**src/rtl/board_ctrl_reg.sv**
```systemverilog
module board_ctrl_reg #(
  parameter int CLK_KHZ = 33000,
  parameter int WDOG_MS = 512,
  parameter int BERR_US = 8
) (
  input  logic       clk,
  input  logic       por_rst_n,
  input  logic       sys_rst_n,
  input  logic       cs,
  input  logic       we,
  input  logic [7:0] wdata,
  output logic [7:0] rdata,
  input  logic       io_cycle,
  output logic       bus_err,
  input  logic       vme_berr_to,
  input  logic       acfail,
  output logic       wdog_rst_req,
  output logic       led_green
);
  localparam int MS_DIV = CLK_KHZ;
  localparam int US_DIV = (CLK_KHZ / 1000 > 0) ? CLK_KHZ / 1000 : 1;
  localparam int MSW = $clog2(MS_DIV + 1);
  localparam int USW = $clog2(US_DIV + 1);
  localparam int WCW = $clog2(WDOG_MS + 1);
  localparam int BCW = $clog2(BERR_US + 1);

  logic rst_all_n, wr;
  logic wd_en, wd_flag, be_en, be_flag, vme_flag, acf_flag, led;
  logic [MSW-1:0] wd_pre;
  logic [WCW-1:0] wd_cnt;
  logic [USW-1:0] be_pre;
  logic [BCW-1:0] be_cnt;
  logic wd_kick, wd_tick, wd_expire, be_run, be_tick, be_expire;

  assign rst_all_n = por_rst_n & sys_rst_n;
  assign wr        = cs & we;

  assign wd_kick   = wr && (wdata[3] || (wdata[4] && !wd_en));
  assign wd_tick   = wd_pre == MSW'(MS_DIV - 1);
  assign wd_expire = wd_en && !wdog_rst_req && !wd_kick && wd_tick && wd_cnt == WCW'(WDOG_MS - 1);

  always_ff @(posedge clk or negedge rst_all_n) begin
    if (!rst_all_n) begin
      wd_en <= 1'b0; wd_pre <= '0; wd_cnt <= '0; wdog_rst_req <= 1'b0;
    end else begin
      if (wr && wdata[4]) wd_en <= 1'b1;
      if (wd_kick) begin
        wd_pre <= '0; wd_cnt <= '0;
      end else if (wd_en && !wdog_rst_req) begin
        if (wd_tick) begin
          wd_pre <= '0; wd_cnt <= wd_cnt + 1'b1;
        end else wd_pre <= wd_pre + 1'b1;
      end
      if (wd_expire) wdog_rst_req <= 1'b1;
    end
  end

  always_ff @(posedge clk or negedge por_rst_n) begin
    if (!por_rst_n) wd_flag <= 1'b0;
    else if (wd_expire) wd_flag <= 1'b1;
  end

  assign be_run    = be_en && io_cycle;
  assign be_tick   = be_pre == USW'(US_DIV - 1);
  assign be_expire = be_run && !bus_err && be_tick && be_cnt == BCW'(BERR_US - 1);

  always_ff @(posedge clk or negedge rst_all_n) begin
    if (!rst_all_n) begin
      be_pre <= '0; be_cnt <= '0; bus_err <= 1'b0;
    end else if (!be_run) begin
      be_pre <= '0; be_cnt <= '0; bus_err <= 1'b0;
    end else if (be_expire) begin
      bus_err <= 1'b1;
    end else if (!bus_err) begin
      if (be_tick) begin
        be_pre <= '0; be_cnt <= be_cnt + 1'b1;
      end else be_pre <= be_pre + 1'b1;
    end
  end

  always_ff @(posedge clk or negedge rst_all_n) begin
    if (!rst_all_n) begin
      be_en <= 1'b0; led <= 1'b0; be_flag <= 1'b0; vme_flag <= 1'b0; acf_flag <= 1'b0;
    end else begin
      if (wr) begin
        be_en <= wdata[2];
        led   <= wdata[0];
      end
      if (vme_berr_to) vme_flag <= 1'b1;
      else if (wr && !wdata[6]) vme_flag <= 1'b0;
      if (be_expire) be_flag <= 1'b1;
      else if (wr && !wdata[5]) be_flag <= 1'b0;
      if (acfail) acf_flag <= 1'b1;
      else if (wr && !wdata[1]) acf_flag <= 1'b0;
    end
  end

  assign led_green = led;
  assign rdata = (cs && !we) ? {wd_flag, vme_flag, be_flag, wd_en, 1'b0, be_en, acf_flag, led} : 8'h00;

  p_en_sticky_r2: assert property (@(posedge clk) disable iff (!rst_all_n) wd_en |=> wd_en);
  p_req_flag_r4: assert property (@(posedge clk) disable iff (!rst_all_n) wdog_rst_req |-> wd_flag);
  p_bit7_wr_r5: assert property (@(posedge clk) disable iff (!rst_all_n)
    (wr && !wd_expire) |=> wd_flag == $past(wd_flag));
  p_berr_io_r6: assert property (@(posedge clk) disable iff (!rst_all_n) bus_err |-> $past(io_cycle));
  p_berr_flag_r7: assert property (@(posedge clk) disable iff (!rst_all_n) $rose(bus_err) |-> be_flag);
  p_vme_flag_r7: assert property (@(posedge clk) disable iff (!rst_all_n) vme_berr_to |=> vme_flag);
  p_acf_latch_r8: assert property (@(posedge clk) disable iff (!rst_all_n) acfail |=> acf_flag);
endmodule

```
**config.mk**
```make
export PLATFORM = sky130hd
export DESIGN_NAME = board_ctrl_reg
export DESIGN_NICKNAME = d
export VERILOG_FILES = /design/src/rtl/board_ctrl_reg.sv
export SDC_FILE = /design/constraint.sdc
export NUM_CORES = 1
export LEC_CHECK = 0
export CAP_MARGIN = 20
export CORE_MARGIN = 1
export CORE_UTILIZATION = 46
export DETAILED_ROUTE_END_ITERATION = 10
export GPL_TIMING_DRIVEN = 0
export PLACE_DENSITY = 0.73
export SYNTH_ARGS = -nofsm -noshare
export SYNTH_HDL_FRONTEND = slang
export SYNTH_SLANG_ARGS = --single-unit
```
**constraint.sdc**
```tcl
create_clock -name clk -period 2.13 [get_ports clk]
set_input_delay 0.3195 -clock clk [delete_from_list [all_inputs] [get_ports clk]]
set_output_delay 0.3195 -clock clk [all_outputs]
set_load 0.03 [all_outputs]
```
# Word-level counts from Yosys, hierarchy flattened
# Cells that the tools add are included.
[word_totals] regBits=45 input_bits=16 output_inout_bits=11 word_cells=82
[classes] addsub=4 eq_ne=8 n_mux=23 bitwise_logic=2 reduce_logical=32
[op_table] cell="$mux 16" count=3
[op_table] cell="$mux 10" count=3
[op_table] cell="$mux 6" count=4
[op_table] cell="$add 16x1->16 const B" count=1
[op_table] cell="$eq 16x16->1 const B" count=1
[op_table] cell="$mux 4" count=4
[op_table] cell="$logic_and 1x1->1" count=15
[op_table] cell="$add 10x1->10 const B" count=1
[op_table] cell="$eq 10x9->1 const B" count=1
[op_table] cell="$reduce_bool 2->1" count=5
[op_table] cell="$logic_not 1->1" count=8
[op_table] cell="$mux 1" count=8
[op_table] cell="$mux 8" count=1
[op_table] cell="$add 6x1->6 const B" count=1
[op_table] cell="$eq 6x6->1 const B" count=1
[op_table] cell="$add 4x1->4 const B" count=1
[op_table] cell="$eq 4x3->1 const B" count=1
[op_table] cell="$ne 2x1->1 const B" count=2
[op_table] cell="$ne 2x2->1 const B" count=2
[op_table] cell="$reduce_and 2->1" count=2
[op_table] cell="$reduce_and 3->1" count=1
[op_table] cell="$and 1x1->1" count=2
[op_table] cell="$logic_or 1x1->1" count=1

# Longest topological paths before layout
# Gate-level depths: netlist (run 1).
[logic_depth] depth_word=8 depth_mapped=7 mapped_depth_nobuf=7

# Worst setup path after synthesis (run 1)
# Ideal clock, no wire load.
[synth_timing] kind="reg2reg" from="register wd_pre[0]" to="register wd_flag" setup_ns=0.068 arrival_ns=1.781 t_required_ns=2.062 path_slack_ns=0.282 path_stages_with_launch=8 n_path_buf=1 period_less_slack_ns=1.848 cell_sequence="dfrtp_1 > ha_1 > and4bb_2 > and4_1 > buf_6 > nand3_4 > or4_1 > nand2b_1"
[synth_via] elab_chain_cells=3
[synth_lines] item="from (decl)" line="29" rtl="logic [MSW-1:0] wd_pre;"
[synth_lines] item="from (signal assigned)" line="52" rtl="end else wd_pre <= wd_pre + 1'b1;"
[synth_lines] item="$eq 16x16->1" line="39" rtl="assign wd_tick = wd_pre == MSW'(MS_DIV - 1);"
[synth_lines] item="$logic_and 1x1->1 (2 in series)" line="40" rtl="assign wd_expire = wd_en && !wdog_rst_req && !wd_kick && wd_tick && wd_cnt == WCW'(WDOG_MS - 1);"
[synth_lines] item="to (signal assigned)" line="59" rtl="if (!por_rst_n) wd_flag <= 1'b0;"
[synth_lines] item="to (signal assigned)" line="60" rtl="else if (wd_expire) wd_flag <= 1'b1;"
[synth_lines] item="to (decl)" line="28" rtl="logic wd_en, wd_flag, be_en, be_flag, vme_flag, acf_flag, led;"
# No other way between the ends.
# A chain may end at the register's enable or synchronous reset.

# Final worst setup path (run 1)
[layout_timing] from="register wd_pre[0]" to="register wdog_rst_req"
[layout_via] elab_chain_cells=3
[layout_lines] item="$eq 16x16->1" line="39"
[layout_lines] item="$logic_and 1x1->1 (2 in series)" line="40"
[layout_lines] item="to (signal assigned)" line="44" rtl="wd_en <= 1'b0; wd_pre <= '0; wd_cnt <= '0; wdog_rst_req <= 1'b0;"
[layout_lines] item="to (signal assigned)" line="54" rtl="if (wd_expire) wdog_rst_req <= 1'b1;"
[layout_lines] item="to (decl)" line="17" rtl="output logic wdog_rst_req,"
# No other way between the ends.

==> results of run 1 <==
## logic make-up after synthesis
group	synth area share, %
AND/OR/NAND/NOR	26.83
adder cells (fa/ha/maj)	2.646
buffers and inverters	2.910
XOR/XNOR	7.407
other	0.1586
flip-flops	47.62
multiplexers	2.646
AO/OA/AOI/OAI	9.789
## path summary, 6_finish.rpt
check	cells past startpoint	endpoint	slack (ns)
max in group asynchronous	3	wd_pre[9]$_DFFE_PN0P_	1.24
worst min register to register	1	wd_flag$_DFFE_PN0P_	0.47
worst min-delay path	1	wd_flag$_DFFE_PN0P_	0.17
min in group clk	1	wd_flag$_DFFE_PN0P_	0.47
worst max-delay path	7	wdog_rst_req$_DFFE_PN0P_	0.13
worst max register to register	7	wdog_rst_req$_DFFE_PN0P_	0.13
## power by group through the flow
stage / sequential, uW / clock [uW] / combinational, uW
floorplan: 982 / 0 / 161
detailed placement: 993 / 0 / 248
global placement: 991 / 0 / 239
CTS: 976 / 668 / 246
finish: 978 / 651 / 240
global route: 988 / 702 / 271
## layer usage
| layer | track usage (%) | vias to the layer above | routed length (um) |
|---|---|---|---|
| met5 | 0 | - | 0 |
| met4 | 6.624 | 0 | 45 |
| met3 | 4.252 | 4 | 189 |
| met2 | 29.26 | 43 | 2107 |
| met1 | 24.91 | 854 | 2255 |
| li1 | - | 915 | - |
## through the flow
step / instances / worst slack (ns) / power, uW / TNS, ns / hold WS (ns)
floorplan: 242 / 0.2819 / 1143 / 0 / 0.02391
global placement: 333 / -0.6025 / 1230 / -28.74 / 0.4485
detailed placement: 334 / -0.2469 / 1240 / -2.589 / 0.4553
CTS: 342 / 0.05242 / 1890 / 0 / 0.1679
global route: 341 / 0.002000 / 1960 / 0 / 0.1591
finish: 341 / 0.1253 / 1868 / 0 / 0.1690
## critical path, delay by kind of cell (launching register included)
kind	cells	cell delay, ns
and+or+nand+nor	5	1.20
buffers and inverters	1	0.13
adders and majority gates	1	0.22
DFF	1	0.40
## state kept, by name, summed over array words and instances (netlist names)
| signal | flops |
|---|---|
| wdog_rst_req | 1 |
| be_flag | 1 |
| wd_en | 1 |
| led_green | 1 |
| vme_flag | 1 |
| be_cnt | 4 |
| be_pre | 6 |
| bus_err | 1 |
| wd_pre | 16 |
| wd_cnt | 10 |
| wd_flag | 1 |
| acf_flag | 1 |
| be_en | 1 |
## synthesized netlist by cell type, types with 2 or more instances
cell / number / area [sq um]
xnor2_1: 9 / 78.83
nor3_1: 11 / 55.05
clkbuf_1: 4 / 15.01
dfrtp_1: 45 / 1126
mux2i_1: 4 / 40.04
nor2_1: 31 / 116.4
mux2_2: 2 / 22.52
nor4_4: 2 / 42.54
or3_1: 3 / 18.77
nand2b_1: 7 / 43.79
inv_1: 8 / 30.03
a21oi_1: 5 / 25.02
and2_1: 8 / 50.05
ha_1: 5 / 62.56
a21o_1: 2 / 15.01
nor4_1: 5 / 31.28
and3_1: 3 / 18.77
nand2_1: 17 / 63.81
nand3_1: 9 / 45.04
nor2b_1: 2 / 12.51
o31ai_1: 2 / 15.01
o21ai_0: 14 / 70.07
nand4_1: 8 / 50.05
xor2_1: 11 / 96.34
o2111ai_1: 2 / 17.52
## what timing repair did
item / CTS / global route
endpoints found under the setup margin: 19 / 12
cloned: 0 / 0
hold endpoints to repair: 0 / 0
gates resized for setup: 9 / 1
## cell type report
type / count / area (sq um) / area share, %
multi-input combinational: 182 / 1177 / 41.77
sequential: 45 / 1126 / 39.95
timing repair buffer: 25 / 251.5 / 8.921
tap: 67 / 83.83 / 2.974
clock buffer: 5 / 68.82 / 2.441
clock inverter: 3 / 46.29 / 1.642
buffer: 6 / 35.03 / 1.243
inverter: 8 / 30.03 / 1.065
==> summary.txt, run 1 <==
Result of the run: finished, final reports clean
Fmax: 498.8 MHz
Number of synthesized flops with an enable pin: 0
Internal portion of total power: 1374 uW
Post-Layout Inst Area: 0.002819 sq mm
Final layout net count: 294
Clock network power share: 34.8%
Port Buf Inserts: 24
Post-CTS setup buffer count: 0
Longest individual stage delay on the worst path: 0.54 ns
Post-synthesis register bit count: 45
Number of different library cells in the post-synthesis netlist: 48
Number of antenna violations at the first check in global routing: 0
Tightest Hold Check Type: in2async
Final-report hold violation count: 0
Fraction of synthesis flops using an asynchronous set or reset pin: 100.0%
Layout overhead on the synthesized area: 19.21%
Required time at the endpoint of the critical path: 2.37 ns
Area of the die: 0.005432 sq mm
Logic gate share of total power: 12.8%
Post-detailed-placement cell area: 0.002710 sq mm
Number of inserted diodes: 0
Predominant post-synthesis flop cell: dfrtp_1
Antenna viol nets, final: 0
First-pass DRT Iterations: 5
Transition time of the tightest slew-check pin: 0.5639 ns
R2r startpoint: wd_pre[0]$_DFFE_PN0P_
Mean number of vias per cell: 5.326
Final-report setup violation count: 0
Sinks on the clock net: 45
# Max-Cap Violations: 0
Switching fraction of total power: 26.43%
Detail-routed net length per standard cell: 13.48 um
Maximum fanout encountered on the critical timing path: 7
Fillers: 431
Count of pins on the block boundary: 27
Largest net degree at the start of global routing: 38
Drt first-iter violations: 49
Data arrival time of the critical path: 2.25 ns
Switch Pwr: 493.8 uW
Final worst path period need: 2.005 ns
Period utilisation layout: 94.12%
Total via count in the routed design: 1816
Aggregate global routing overflow: 0
TritonCTS clock tree: done
Average size of a mapped cell: 9.772 sq um
Layout cell share with drive strength beyond 1: 8.759%
Commonest non-fill, non-tap cells in the layout: 45 x dfrtp_1, 31 x nor2_1, 17 x nand2_1, 17 x clkdlybuf4s50_1, 13 x o21ai_0
Overall die width: 73.70 um
Yosys warnings: 0
Series of cell instances along the critical path: ha_1, and4bb_2, and4_1, buf_6, nand3_4, or4_1, nand2b_1
Die Span Y: 73.70 um
Pins Over Slew Limit: 0
Last weighted congestion value of the routability-driven placer: 0.8175
Unrepaired setup endpoints after global routing: no
Clock Root Buffer: clkbuf_8
Standby leakage power: 0.001234 uW
Effective utilization at floorplan: 48.77%
Type of the worst setup path: reg2reg
Portion of the post-synthesis area used by sequential elements: 47.62%
Wire length after detailed routing: 4.598 mm
Most common cell after layout, fill and taps aside: dfrtp_1
P per Cell Area: 662.7 mW/mm^2
Fraction of power consumed by sequential logic: 52.3%
Number of buffers on the longest clock path: 2
IR Drop Worst-Case VDD: 0.2943 mV
GRT Util Overall: 18.53%
Cells after synthesis: 242
DRC violation count after routing: 0
Number of buffers created by CTS: 5
Clk_lat worst skew: 0.30 ns
Number of global-route vias before repair: 1700
Share of the core filled with cells in the final layout: 58.14%
Netlist area before placement: 0.002365 sq mm
Library cell contributing the largest single delay on the critical path: or4_1
Detail Placement HPWL: 3.303 mm
Relative slew margins: 62.06%
Hold buffers post-CTS: 0
Clock skew after layout: 0.009974 ns
Net Count, Synth: 263
Crit start category: flop
Row count: 25
Area of the core: 0.004848 sq mm
Clock-pin slew reported for the worst setup and hold paths after clock tree synthesis: 0.09 ns
Setup crit start: wd_pre[0]$_DFFE_PN0P_
H-tree depth: 2
Wire length of the first global-routing pass: 7.686 mm
Worst setup EP type: flop
Note: power is estimated with default switching activity, not from simulation.
==> run 2, diff against run 1 <==
--- a/config.mk
+++ b/config.mk
@@ -6,8 +6,9 @@
 export NUM_CORES = 1
 export LEC_CHECK = 0
 export CAP_MARGIN = 20
-export CORE_MARGIN = 1
+export CORE_ASPECT_RATIO = 1.25
 export CORE_UTILIZATION = 46
+export CTS_BUF_LIST = sky130_fd_sc_hd__clkbuf_8
 export DETAILED_ROUTE_END_ITERATION = 10
 export GPL_TIMING_DRIVEN = 0
 export PLACE_DENSITY = 0.73
==> run 2 against run 1 <==
  * Critical path depth down 1
  * Critical path type unchanged
  * Non-clock buffer count up 4
  * Sequential power about the same
  * Cell count decreased by 0.88%
  * Largest power group unchanged
==> summary.txt, run 2 (synthesized netlist as in run 1, its figures left out) <==
TritonCTS clock tree: done
Clock Root Buffer: clkbuf_8
Clock skew after layout: 0.01006 ns
Overall die width: 66.13 um
Number of inserted diodes: 0
P per Cell Area: 623.0 mW/mm^2
Final layout net count: 298
Pins Over Slew Limit: 0
Post-Layout Inst Area: 0.002815 sq mm
TNS Setup: 0 ns
Top reg by flops: wd_pre
Area of the core: 0.004835 sq mm
Cell Count Post-Placement: 327
# Max-Cap Violations: 0
Fmax: 487.3 MHz
Drt first-iter violations: 211
Clock-pin slew reported for the worst setup and hold paths after clock tree synthesis: 0.09 ns
Largest net degree at the start of global routing: 37
Clk_lat worst skew: 0.29 ns
Area of the die: 0.005433 sq mm
Leading registers by flop count: wd_pre (16), wd_cnt (10), be_pre (6)
Row count: 28
R2r startpoint: wd_pre[0]$_DFFE_PN0P_
Setup crit start: wd_pre[0]$_DFFE_PN0P_
Final worst path period need: 2.052 ns
Most common cell after layout, fill and taps aside: dfrtp_1
Worst Setup Slack, final: 0.07784 ns
Layout cell share with drive strength beyond 1: 10.07%
Worst hold slack: 0.1710 ns
Die Span Y: 82.16 um
Number of antenna violations at the first check in global routing: 0
Final-report hold violation count: 0
Type of the worst setup path: reg2reg
Transition time of the tightest slew-check pin: 0.5362 ns
Final cell count without fillers: 338
Final-report setup violation count: 0
Commonest non-fill, non-tap cells in the layout: 45 x dfrtp_1, 31 x nor2_1, 17 x nand2_1, 17 x clkdlybuf4s50_1, 13 x o21ai_0
Sinks on the clock net: 45
Post-detailed-placement cell area: 0.002701 sq mm
Tightest Hold Check Type: in2async
IR Drop Worst-Case VDD: 0.4595 mV
Number of flip-flops under the largest register name: 16
Maximum fanout encountered on the critical timing path: 10
Crit start category: flop
Result of the run: finished, final reports clean
GRT Util Overall: 19.57%
Layout overhead on the synthesized area: 19.05%
Total via count in the routed design: 1894
Wire length after detailed routing: 4.837 mm
Number of buffers on the longest clock path: 2
Data arrival time of the critical path: 2.22 ns
Worst setup EP type: flop
Wire length of the first global-routing pass: 7.962 mm
Detail Placement HPWL: 3.578 mm
Number of global-route vias before repair: 1797
DRC violation count after routing: 0
Last weighted congestion value of the routability-driven placer: 0.8627
Effective utilization at floorplan: 48.91%
Standby leakage power: 0.001238 uW
Number of buffers created by CTS: 5
Antenna viol nets, final: 0
H-tree depth: 2
Period utilisation layout: 96.35%
Port Buf Inserts: 24
Reg area: 0.001126 sq mm
Relative slew margins: 63.33%
Worst slack at placement: -0.2767 ns
Required time at the endpoint of the critical path: 2.29 ns
Detail-routed net length per standard cell: 14.31 um
First-pass DRT Iterations: 4
Count of pins on the block boundary: 27
Aggregate global routing overflow: 0
Fillers: 418
Area used by multi-input combinational logic: 0.001184 sq mm
Mean number of vias per cell: 5.604
==> run 2: cell types whose count changed in the layout (fill, tap and decap cells not counted) <==
cell	delta
or4_1	-1
bufinv_16	-1
inv_1	+1
clkinv_4	-1
ha_1	-1
ha_2	+1
clkbuf_1	+1
clkinvlp_4	+1
or4_4	+1
buf_4	+3
==> run 2: final cells by class <==
type                            instances  area share [%]
Multi-Input combinational cell        182           42.04
Clock inverter                          3          0.6667
Tap cell                               60           2.667
Buffer                                  7           1.378
Clock buffer                            5           2.444
Sequential cell                        45           40.00
Inverter                                8           1.067
Timing Repair Buffer                   28           9.733
==> run 2: path summary, 6_finish.rpt <==
check / depth (start not counted) / endpoint / slack (ns)
worst max-delay path: 6 / wd_cnt[1]$_DFFE_PN0P_ / 0.08
worst min-delay path: 1 / wd_flag$_DFFE_PN0P_ / 0.17
worst max register to register: 6 / wd_cnt[1]$_DFFE_PN0P_ / 0.08
worst min register to register: 1 / wd_flag$_DFFE_PN0P_ / 0.47
max in group asynchronous: 3 / wd_cnt[4]$_DFFE_PN0P_ / 1.24
min in group clk: 1 / wd_flag$_DFFE_PN0P_ / 0.47
==> run 2: report_power, final <==
| group | internal [uW] | switching (uW) | leakage, uW | total (uW) |
|---|---|---|---|---|
| combinational | 126 | 137 | 0.000592 | 263 |
| clock | 226 | 287 | 0.0000416 | 513 |
| sequential | 910 | 67.8 | 0.000604 | 978 |
| total | 1260 | 491 | 0.00124 | 1750 |
==> run 2: timing repair <==
item,CTS,global route
setup endpoints to repair,19,8
hold buffers,0,0
setup buffers,0,3
pin swaps,0,1
gates resized for setup,10,2
==> run 2: through the flow <==
| stage | total power, uW | util [%] |
|---|---|---|
| after global placement | 1230 | 55.43 |
| after detailed placement | 1239 | 55.87 |
| after global routing | 1857 | 58.23 |
| after floorplan | 1143 | - |
| after CTS | 1750 | 57.63 |
| final | 1754 | 58.23 |
==> run 2: layer usage <==
| metal | track usage (%) | share of wire (%) | vias up |
|---|---|---|---|
| met5 | 0 | 0 | - |
| met4 | 7.872 | 1.9 | 0 |
| met3 | 4.533 | 3.6 | 8 |
| met2 | 34.49 | 52 | 43 |
| met1 | 22.81 | 43 | 919 |
| li1 | - | - | 924 |
==> run 2: worst max-delay path, stage by stage, from the launching register on <==
cell,delay (ns)
dfrtp_1,0.41
ha_2,0.23
and4bb_2,0.25
nand4_1,0.30
o21ai_2,0.34
buf_2,0.28
o22ai_1,0.12
